`src/rtl/wdt_pkg.sv`:
```
package wdt_pkg;

  typedef enum logic [1:0] {
    MODE_OFF = 2'd0,
    MODE_IRQ = 2'd1,
    MODE_RST = 2'd2,
    MODE_ESC = 2'd3
  } wdt_mode_e;

  localparam logic [1:0] ADDR_CTRL = 2'd0;
  localparam logic [1:0] ADDR_AUX  = 2'd1;
  localparam logic [1:0] ADDR_STAT = 2'd2;

  localparam int CTRL_TOF   = 7;
  localparam int CTRL_TIE   = 6;
  localparam int CTRL_PS3   = 5;
  localparam int CTRL_UNLK  = 4;
  localparam int CTRL_RSTEN = 3;

  localparam int AUX_HOLD = 5;
  localparam int AUX_EWF  = 3;
  localparam int AUX_EWE  = 2;

  localparam int STAT_WRF = 0;

  function automatic wdt_mode_e mode_of(input logic fuse, input logic rsten,
                                        input logic ien);
    if (fuse) return MODE_RST;
    case ({rsten, ien})
      2'b01:   return MODE_IRQ;
      2'b10:   return MODE_RST;
      2'b11:   return MODE_ESC;
      default: return MODE_OFF;
    endcase
  endfunction

endpackage

```
`src/rtl/wdt_cfg.sv`:
```
module wdt_cfg
  import wdt_pkg::*;
#(
  parameter int UNLOCK_CYCLES = 4
) (
  input  logic       clk,
  input  logic       rst,
  input  logic       we_ctrl,
  input  logic       we_aux,
  input  logic [7:0] wdata,
  input  logic       rflag,
  input  logic       ie_hw_clr,
  output logic       wde_eff,
  output logic       ie,
  output logic [3:0] psel,
  output logic       unlk,
  output logic       ew_hold,
  output logic       ew_en
);

  localparam int WW = $clog2(UNLOCK_CYCLES + 1);

  logic          wde_r;
  logic [WW-1:0] win;

  always_ff @(posedge clk) begin
    if (rst) begin
      wde_r <= 1'b0;
      ie    <= 1'b0;
      psel  <= '0;
      unlk  <= 1'b0;
      win   <= '0;
    end else begin
      if (we_ctrl) begin
        ie <= wdata[CTRL_TIE];
        if (unlk) begin
          wde_r <= wdata[CTRL_RSTEN] | rflag;
          psel  <= {wdata[CTRL_PS3], wdata[2:0]};
          unlk  <= 1'b0;
          win   <= '0;
        end else begin
          wde_r <= wde_r | wdata[CTRL_RSTEN] | rflag;
          if (wdata[CTRL_UNLK]) begin
            unlk <= 1'b1;
            win  <= WW'(UNLOCK_CYCLES - 1);
          end
        end
      end else begin
        wde_r <= wde_r | rflag;
        if (ie_hw_clr) ie <= 1'b0;
        if (unlk) begin
          if (win == '0) unlk <= 1'b0;
          else           win  <= win - 1'b1;
        end
      end
    end
  end

  always_ff @(posedge clk) begin
    if (rst) begin
      ew_hold <= 1'b0;
      ew_en   <= 1'b0;
    end else if (we_aux) begin
      ew_hold <= wdata[AUX_HOLD];
      ew_en   <= wdata[AUX_EWE];
    end
  end

  assign wde_eff = wde_r | rflag;

endmodule

```
`src/rtl/wdt_count.sv`:
```
module wdt_count #(
  parameter int BASE_LOG2 = 11,
  parameter int MAX_CODE  = 9
) (
  input  logic       clk,
  input  logic       rst,
  input  logic       run,
  input  logic       tick,
  input  logic       kick,
  input  logic [3:0] psel,
  output logic       timeout,
  output logic       half
);

  localparam int CW = BASE_LOG2 + MAX_CODE;
  localparam int SW = $clog2(CW + 1);

  logic [CW-1:0] cnt;
  logic [3:0]    code_sat;
  logic [SW-1:0] shamt;
  logic [CW-1:0] lim_m1;
  logic [CW-1:0] half_m1;
  logic          step;

  always_comb begin
    code_sat = (psel > 4'(MAX_CODE)) ? 4'(MAX_CODE) : psel;
    shamt    = SW'(BASE_LOG2) + SW'(code_sat);
    lim_m1   = ~({CW{1'b1}} << shamt);
    half_m1  = lim_m1 >> 1;
  end

  assign step    = run & tick & ~kick;
  assign timeout = step & (cnt >= lim_m1);
  assign half    = step & (cnt == half_m1);

  always_ff @(posedge clk) begin
    if (rst || !run || kick) begin
      cnt <= '0;
    end else if (tick) begin
      if (cnt >= lim_m1) cnt <= '0;
      else               cnt <= cnt + 1'b1;
    end
  end

endmodule

```
`src/rtl/wdt_action.sv`:
```
module wdt_action
  import wdt_pkg::*;
(
  input  logic      clk,
  input  logic      rst,
  input  wdt_mode_e mode,
  input  logic      timeout,
  input  logic      half,
  input  logic      irq_ack,
  input  logic      ew_ack,
  input  logic      ew_hold,
  input  logic      tof_clr,
  input  logic      ewf_clr,
  input  logic      wrf_clr,
  output logic      tof,
  output logic      ewf,
  output logic      wrf,
  output logic      rst_req,
  output logic      ie_hw_clr
);

  logic fire_rst;
  logic fire_irq;

  always_comb begin
    fire_rst = 1'b0;
    fire_irq = 1'b0;
    if (timeout) begin
      case (mode)
        MODE_IRQ: fire_irq = 1'b1;
        MODE_RST: fire_rst = 1'b1;
        MODE_ESC: begin
          if (tof) fire_rst = 1'b1;
          else     fire_irq = 1'b1;
        end
        default: ;
      endcase
    end
  end

  assign ie_hw_clr = irq_ack & tof & (mode == MODE_ESC);

  always_ff @(posedge clk) begin
    if (rst) begin
      tof     <= 1'b0;
      ewf     <= 1'b0;
      wrf     <= 1'b0;
      rst_req <= 1'b0;
    end else begin
      rst_req <= fire_rst;

      if (fire_irq)                 tof <= 1'b1;
      else if (irq_ack || tof_clr)  tof <= 1'b0;

      if (half)                                ewf <= 1'b1;
      else if (ewf_clr || (ew_ack && !ew_hold)) ewf <= 1'b0;

      if (fire_rst)     wrf <= 1'b1;
      else if (wrf_clr) wrf <= 1'b0;
    end
  end

endmodule

```
`src/rtl/wdt_guarded.sv`:
```
module wdt_guarded
  import wdt_pkg::*;
#(
  parameter int BASE_LOG2     = 11,
  parameter int MAX_CODE      = 9,
  parameter int UNLOCK_CYCLES = 4
) (
  input  logic       clk,
  input  logic       rst,
  input  logic       tick,
  input  logic       kick,
  input  logic       fuse_rst,
  input  logic       reg_we,
  input  logic [1:0] reg_addr,
  input  logic [7:0] reg_wdata,
  output logic [7:0] reg_rdata,
  input  logic       irq_ack,
  input  logic       ew_ack,
  output logic       wd_irq,
  output logic       ew_irq,
  output logic       rst_req
);

  logic      we_ctrl, we_aux, we_stat;
  logic      wde_eff, ie, unlk, ew_hold, ew_en;
  logic [3:0] psel;
  logic      tof, ewf, wrf, ie_hw_clr;
  logic      timeout, half;
  wdt_mode_e mode;

  assign we_ctrl = reg_we && (reg_addr == ADDR_CTRL);
  assign we_aux  = reg_we && (reg_addr == ADDR_AUX);
  assign we_stat = reg_we && (reg_addr == ADDR_STAT);

  assign mode = mode_of(fuse_rst, wde_eff, ie);

  wdt_cfg #(.UNLOCK_CYCLES(UNLOCK_CYCLES)) u_cfg (
    .clk       (clk),
    .rst       (rst),
    .we_ctrl   (we_ctrl),
    .we_aux    (we_aux),
    .wdata     (reg_wdata),
    .rflag     (wrf),
    .ie_hw_clr (ie_hw_clr),
    .wde_eff   (wde_eff),
    .ie        (ie),
    .psel      (psel),
    .unlk      (unlk),
    .ew_hold   (ew_hold),
    .ew_en     (ew_en)
  );

  wdt_count #(.BASE_LOG2(BASE_LOG2), .MAX_CODE(MAX_CODE)) u_count (
    .clk     (clk),
    .rst     (rst),
    .run     (mode != MODE_OFF),
    .tick    (tick),
    .kick    (kick),
    .psel    (psel),
    .timeout (timeout),
    .half    (half)
  );

  wdt_action u_action (
    .clk       (clk),
    .rst       (rst),
    .mode      (mode),
    .timeout   (timeout),
    .half      (half),
    .irq_ack   (irq_ack),
    .ew_ack    (ew_ack),
    .ew_hold   (ew_hold),
    .tof_clr   (we_ctrl && reg_wdata[CTRL_TOF]),
    .ewf_clr   (we_aux && reg_wdata[AUX_EWF]),
    .wrf_clr   (we_stat && reg_wdata[STAT_WRF]),
    .tof       (tof),
    .ewf       (ewf),
    .wrf       (wrf),
    .rst_req   (rst_req),
    .ie_hw_clr (ie_hw_clr)
  );

  assign wd_irq = tof & ie;
  assign ew_irq = ewf & ew_en;

  always_ff @(posedge clk) begin
    if (rst) begin
      reg_rdata <= '0;
    end else begin
      case (reg_addr)
        ADDR_CTRL: reg_rdata <= {tof, ie, psel[3], unlk, wde_eff, psel[2:0]};
        ADDR_AUX:  reg_rdata <= {2'b00, ew_hold, 1'b0, ewf, ew_en, 2'b00};
        ADDR_STAT: reg_rdata <= {7'b0, wrf};
        default:   reg_rdata <= '0;
      endcase
    end
  end

endmodule

```
`config.mk`:
```
export PLATFORM = sky130hd
export DESIGN_NAME = wdt_guarded
export DESIGN_NICKNAME = d
export VERILOG_FILES = /design/src/rtl/wdt_pkg.sv /design/src/rtl/wdt_cfg.sv /design/src/rtl/wdt_count.sv /design/src/rtl/wdt_action.sv /design/src/rtl/wdt_guarded.sv
export SDC_FILE = /design/constraint.sdc
export NUM_CORES = 1
export LEC_CHECK = 0
export CORE_MARGIN = 2
export CORE_UTILIZATION = 37
export CTS_BUF_LIST = sky130_fd_sc_hd__clkbuf_4
export DETAILED_ROUTE_END_ITERATION = 10
export MAX_ROUTING_LAYER = met4
export PLACE_DENSITY = 0.55
export SLEW_MARGIN = 15
export SYNTH_ARGS = -nofsm -noshare
export SYNTH_HDL_FRONTEND = slang
export SYNTH_SLANG_ARGS = --single-unit
```
`constraint.sdc`:
```
create_clock -name clk -period 9.41 [get_ports clk]
set_input_delay 1.882 -clock clk [delete_from_list [all_inputs] [get_ports clk]]
set_output_delay 1.882 -clock clk [all_outputs]
set_load 0.005 [all_outputs]
```
==> run metrics, run 1 <==
status=completed; Slew HR=0.462; GRT Util Overall=0.184; data arrival time of the worst path=4.20 ns; CTS tree=built; input/output buffers=28; Post-CTS Setup Bufs=0; Final Hold Viols=0; drc violations=0; post-synth top area share=0.297; Final Setup Violations=0; #FFs+latches synth=44; drt pass-1 iters=5; core area=7730 sq um; H-tree Lvls=2; Worst Hold Class=flop to flop; crit-path max FO=16; xor/xnor share of the synthesized area=0.0621; Antenna Nets Post-Route=0; yosys warns=0; Startpoint Class=flop; min Tclk post-route=3.94 ns; First DRT Iteration DRCs=171; Main synth FF type=dfxtp_1; WHS Path Cells=2; clock root cell=clkbuf_4; Worst EP required=9.67 ns; Final Cell Area=3380 sq um; DIE AREA=8740 sq um; Synth area leaders=dfxtp_1 (30%), ha_1 (11%), nor2_1 (6.6%), xnor2_1 (4.7%), a21oi_1 (3.7%); clock buffer count from CTS=5; worst setup path endpoint=u_count.cnt[15]$_SDFFE_PP0P_; initial antenna violation count=0; EDFF count, synth=0; Avg WL per Cell=14.5 microns; max cap viols=0; DR vias=2635; post-cts sizing count=0; Final Instance Count excl. Fillers=495; crit path launch=u_cfg.psel[3]$_SDFFE_PP0P_; reg2reg setup slack=5.47 ns; Clock transition at path regs=0.15 ns; cts hold-fix bufs=0; Async SR Flop Fraction=0; Least-Margin Pin Slew=0.804 ns; Yosys cell types=58; Post-Synth Simple-Gate Area=0.293; nets@finish=436; Antenna diodes=0; fin crit share=0.418; GPL Wtd Cong=0.852; number of I/O pins=29; first-pass GRT wire length=12.5 mm; Layout Utilization=0.437; chip width=93.5 microns; PwrDens=101 nW/um^2; Post-Syn Instances=372; post-synth top area cell=dfxtp_1; sequential-to-total area share from yosys stat=0.297; RSZ-0062 raised after global routing=no; gr ovfl total=0; die height=93.5 microns; Max Freq=254 MHz; Worst R2R End=u_count.cnt[15]$_SDFFE_PP0P_; share of cells above drive strength 1=0.0483; vias in the first global route=2480; Max IR drop VDD=54.4 uV; leakage power=1.21 nW; Setup TNS=0 ns; worst r2r src=u_cfg.psel[3]$_SDFFE_PP0P_; FP Rows=32; Worst setup EP type=flop; largest family of logic cells by synthesized area=simple AND/OR/NAND/NOR gates; DR vias/cell=5.32; CTS Buffer Depth=2; DRT Wirelength=7.15 mm; post-synthesis mux area share=0.0207; Compound-Gate Fraction of Synth Area=0.161; largest net degree at the start of global routing=23; clk_lat worst skew=0.37 ns; synthesized area=2960 sq um; adder-cell share of the synthesized area=0.110; dpl cells=487; DP Wirelength=5.46 mm; area grow syn2layout=14.1%; Initial Utilization=0.383; Crit Path Class=flop to flop; Max Slew Vio Count=0; CTS Sinks=44; synthesized area per cell=7.96 sq um; Post-Place Cell Area=3290 sq um; Worst Reg-to-Reg Cells=13; clk_skew=0.00733 ns
critical path: stages (launching register included):
cell and delay (ns):
dfxtp_1 0.70, o21ai_0 0.15, nor2b_1 0.19, ha_1 0.31, inv_1 0.21, o21ai_0 0.15
a21o_1 0.23, ha_1 0.31, nand4_2 0.17, or4_1 0.55, o22ai_1 0.11, and4bb_4 0.31
o21bai_4 0.32, nor2_1 0.09
synth_stat cells (all sizes together), types with 5 or more instances:
master and n:
nand2 27, a31oi 5, and2 7, nand4 10, buf 8, a21oi 22, nand3 17, nor4 6
mux2i 5, nand2b 9, clkbuf 10, ha 26, nor2b 6, nor2 52, o21ai 14, dfxtp 44
xnor2 16, nor3 16, xor2 5, inv 18
layer usage:
metal / share of wire / wire length [microns] / global-route usage / vias to the layer above
met5: 0 / 0 / - / -
met4: 0.021 / 148 / 0.0637 / 0
met3: 0.044 / 317 / 0.0338 / 16
met2: 0.45 / 3220 / 0.288 / 67
met1: 0.48 / 3470 / 0.239 / 1198
li1: - / - / - / 1354
worst min-delay path by stage:
stage / startpoint / end / slack [ns]
4_1_cts: u_cfg.win[1]$_SDFFE_PP0P_ / u_cfg.win[1]$_SDFFE_PP0P_ / 0.51
5_1_grt: u_action.tof$_SDFFE_PP0P_ / reg_rdata[7]$_SDFF_PP0_ / 0.54
2_1_floorplan: u_cfg.win[1]$_SDFFE_PP0P_ / u_cfg.win[1]$_SDFFE_PP0P_ / 0.45
3_3_place_gp: u_cfg.win[1]$_SDFFE_PP0P_ / u_cfg.win[1]$_SDFFE_PP0P_ / 0.48
3_5_place_dp: u_cfg.win[1]$_SDFFE_PP0P_ / u_cfg.win[1]$_SDFFE_PP0P_ / 0.48
6_report: u_cfg.win[1]$_SDFFE_PP0P_ / u_cfg.win[1]$_SDFFE_PP0P_ / 0.50
cell usage in the layout, fill, tap and decap left out, drive strengths merged, types with 3 or more instances in the layout:
cell / synthesis / final
nor2: 52 / 52
dfxtp: 44 / 44
clkdlybuf4s50: 0 / 28
nand2: 27 / 27
ha: 26 / 26
a21oi: 22 / 22
inv: 18 / 19
nand3: 17 / 17
xnor2: 16 / 16
nor3: 16 / 16
o21ai: 14 / 14
nand4: 10 / 10
nand2b: 9 / 9
and2: 7 / 7
nor2b: 6 / 6
nor4: 6 / 6
a31oi: 5 / 5
xor2: 5 / 5
mux2i: 5 / 5
clkbuf: 10 / 5
or3: 4 / 4
conb: 2 / 4
a221oi: 4 / 4
and3: 3 / 3
nand3b: 3 / 3
o31ai: 3 / 3
kinds of logic after synthesis:
logic type,after synthesis
DFF,44
muxes,6
xor gates and xnor gates,21
AOI/OAI and AO/OA,68
adders and majority gates,26
buffers and inverters,36
other,2
and+or+nand+nor,169
through the flow:
stage / hold slack, ns / setup WS (ns) / total power [W]
2_1_floorplan: 0.454 / 5.89 / 0.000207
3_3_place_gp: 0.475 / 5.44 / 0.000218
3_5_place_dp: 0.479 / 5.45 / 0.000218
4_1_cts: 0.514 / 5.48 / 0.000345
5_1_grt: 0.537 / 5.08 / 0.000358
6_report: 0.503 / 5.47 / 0.000341
registers in the layout, summed over array words and instances (netlist names), 3 cells and up:
name and count:
u_count.cnt 20, reg_rdata 8, u_cfg.psel 4, u_cfg.win 3
power breakdown:
| part | leakage [nW] | internal (W) | switching [W] |
|---|---|---|---|
| Combinational | 0.815 | 0.0000122 | 0.0000131 |
| Clock | 0.0418 | 0.0000568 | 0.0000694 |
| Sequential | 0.355 | 0.000188 | 0.00000123 |
final cells by class:
cell class,instances,area [sq um]
Multi-Input combinational cell,294,1930
Tap cell,102,128
Inverter,18,67.6
Clock inverter,3,46.3
Fill cell,768,4350
Timing Repair Buffer,29,288
Sequential cell,44,881
Clock buffer,5,37.5
Power figures use the tool's default switching activity.
==> run 2, diff against run 1 <==
- clock period: 9.41 -> 3.9 ns (I/O delays scaled with it)
==> run 2 against run 1 <==
- critical path depth rose by 1
- clock power rose by 73%
- flip-flop and latch count did not move
- non-clock buffer count increased by 5
- via count is 1.2% higher
- clock skew up 0.0016 ns
- first-iteration DRC count shrank 33%
- critical path type unchanged
==> run metrics, run 2 (synthesis results as in run 1) <==
Worst Hold Class=flop to flop; nets@finish=441 (+1.1%); max reg flops=20 (unchanged); chip width=93.5 microns (unchanged); Worst setup EP type=flop; gr ovfl total=0 (unchanged); H-tree Lvls=2 (unchanged); clk_skew=0.00891 ns (+0.00158 ns); P_sw=0.000178 W (+110%); clk_lat worst skew=0.34 ns (-0.03 ns); Final Setup Violations=0 (unchanged); Switching Share=0.241 (-0.00487); filler cell count=814 (+6.0%); min Tclk post-route=3.61 ns (-0.321 ns); DP Wirelength=5.54 mm (+1.6%); CTS Sinks=44 (unchanged); First DRT Iteration DRCs=115 (-33%); clock root cell=clkbuf_4; Max Freq=277 MHz (+8.9%); Worst EP required=4.14 ns (-5.53 ns); max cap viols=0 (unchanged); Avg WL per Cell=14.4 microns (-0.71%); Startpoint Class=flop; Post-Place Cell Area=3320 sq um (+0.91%); logic gate share of total power=0.088 (+0.014); drt pass-1 iters=4 (-1); Setup TNS=0 ns (unchanged); die height=93.5 microns (unchanged); Reg with most FFs=u_count.cnt; Fin Hold WS=0.506 ns (+0.00361 ns); number of I/O pins=29 (unchanged); share of cells above drive strength 1=0.0628 (+0.0145); area grow syn2layout=15.1%; status=completed; DR vias/cell=5.33 (+0.20%); largest net degree at the start of global routing=23 (unchanged); CTS Buffer Depth=2 (unchanged); GPL Wtd Cong=0.881 (+3.4%); Total Power=0.000739 W (+120%); crit-path max FO=14 (-2); vias in the first global route=2464 (-0.65%); commonest non-fill, non-tap cells in the layout=nor2_1 (52), dfxtp_1 (44), clkdlybuf4s50_1 (28), nand2_1 (27), ha_1 (25); drc violations=0 (unchanged); CP Cell Sequence=o21ai_0 -> nor2b_1 -> inv_1 -> ha_1 -> o21ai_0 -> a211oi_2 -> ha_1 -> nand4_1 -> or4_1 -> o22ai_1 -> and4bb_4 -> o21bai_4 -> buf_12 -> nor2_1; core area=7730 sq um (unchanged); Clock power frac=0.295 (-0.076); sequential share of power=0.617 (+0.062); data arrival time of the worst path=3.86 ns (-0.34 ns); input/output buffers=28 (unchanged); Crit Path Class=flop to flop; crit-path max cell delay=0.57 ns (-0.13 ns); initial antenna violation count=0 (unchanged); Largest regs=u_count.cnt: 20 flops, reg_rdata: 8 flops, u_cfg.psel: 4 flops; Max IR drop VDD=146 uV (+170%); GRT Util Overall=0.174 (-0.00956); slowest CP cell=or4_1; worst r2r src=u_cfg.psel[1]$_SDFFE_PP0P_; fin crit share=0.927 (+0.509); Reg area=881 sq um (unchanged); Antenna diodes=0 (unchanged); Antenna Nets Post-Route=0 (unchanged); DIE AREA=8740 sq um (unchanged); multi-input logic area=1940 sq um (+0.39%); Max Slew Vio Count=0 (unchanged); clock buffer count from CTS=5 (unchanged); PwrDens=217 nW/um^2 (+120%); FP Rows=32 (unchanged); Layout Utilization=0.441 (+0.00389); CTS tree=built; Hold Startpoint=u_cfg.win[1]$_SDFFE_PP0P_; DR vias=2667 (+1.2%); commonest non-fill, non-tap cell in the layout=nor2_1; P_int=0.000561 W (+120%); Final Hold Viols=0 (unchanged); crit path launch=u_cfg.psel[1]$_SDFFE_PP0P_; first-pass GRT wire length=11.9 mm (-5.0%); Final Cell Area=3410 sq um (+0.89%); Clock transition at path regs=0.13 ns (-0.02 ns); RSZ-0062 raised after global routing=no; leakage power=1.23 nW (+1.6%); Initial Utilization=0.383 (unchanged); DRT Wirelength=7.18 mm (+0.29%)
[run 2: power groups by stage]
stage          clock network (W)  registers (W)  logic (W)
2_1_floorplan                  0       0.000465  0.0000350
3_3_place_gp                   0       0.000465  0.0000627
3_5_place_dp                   0       0.000466  0.0000630
4_1_cts                 0.000227       0.000456  0.0000634
5_1_grt                 0.000247       0.000456  0.0000722
6_report                0.000218       0.000455  0.0000652
[run 2: path summary, 6_finish.rpt]
check	slack (ns)	endpoint	depth (start not counted)
hold reg to reg	0.51	u_cfg.win[1]$_SDFFE_PP0P_	2
hold / removal	0.51	u_cfg.win[1]$_SDFFE_PP0P_	2
setup reg to reg	0.29	u_count.cnt[19]$_SDFFE_PP0P_	14
setup / recovery	0.29	u_count.cnt[19]$_SDFFE_PP0P_	14
[run 2: per-layer routing]
layer  GRT usage  vias to the layer above  wire (microns)
met5           -                        -               0
met4      0.0478                        0             102
met3      0.0306                        8             263
met2       0.284                       47            3420
met1       0.223                     1250            3390
li1            -                     1362               -
[run 2: through the flow]
step	worst slack, ns	std cells
3_3_place_gp	0.240	491
2_1_floorplan	0.376	374
6_report	0.285	500
5_1_grt	0.0163	500
3_5_place_dp	0.145	491
4_1_cts	0.118	499
[run 2: layout make-up]
| cell class | instances | area share |
|---|---|---|
| multi-input cells | 294 | 0.569 |
| clock buffers | 6 | 0.0132 |
| repair buffers | 34 | 0.0991 |
| inverters | 18 | 0.0198 |
| clock inverters | 2 | 0.00330 |
| flip-flops and latches | 44 | 0.258 |
| well taps | 102 | 0.0374 |
[run 2: repair_timing]
| item | 4_1_cts | 5_1_grt |
|---|---|---|
| setup buffers | 0 | 1 |
| hold endpoints to repair | 0 | 0 |
| endpoints found under the setup margin | 0 | 21 |
| hold buffers | 0 | 0 |
| resized for setup | 0 | 2 |
[run 2: worst max-delay path: cells and delay by family (launching register included)]
| kind | cells | cell delay (ns) |
|---|---|---|
| simple gates | 5 | 1.33 |
| buf+inv | 2 | 0.22 |
| compound gates | 5 | 0.98 |
| fa+ha+maj | 2 | 0.54 |
| flops | 1 | 0.45 |
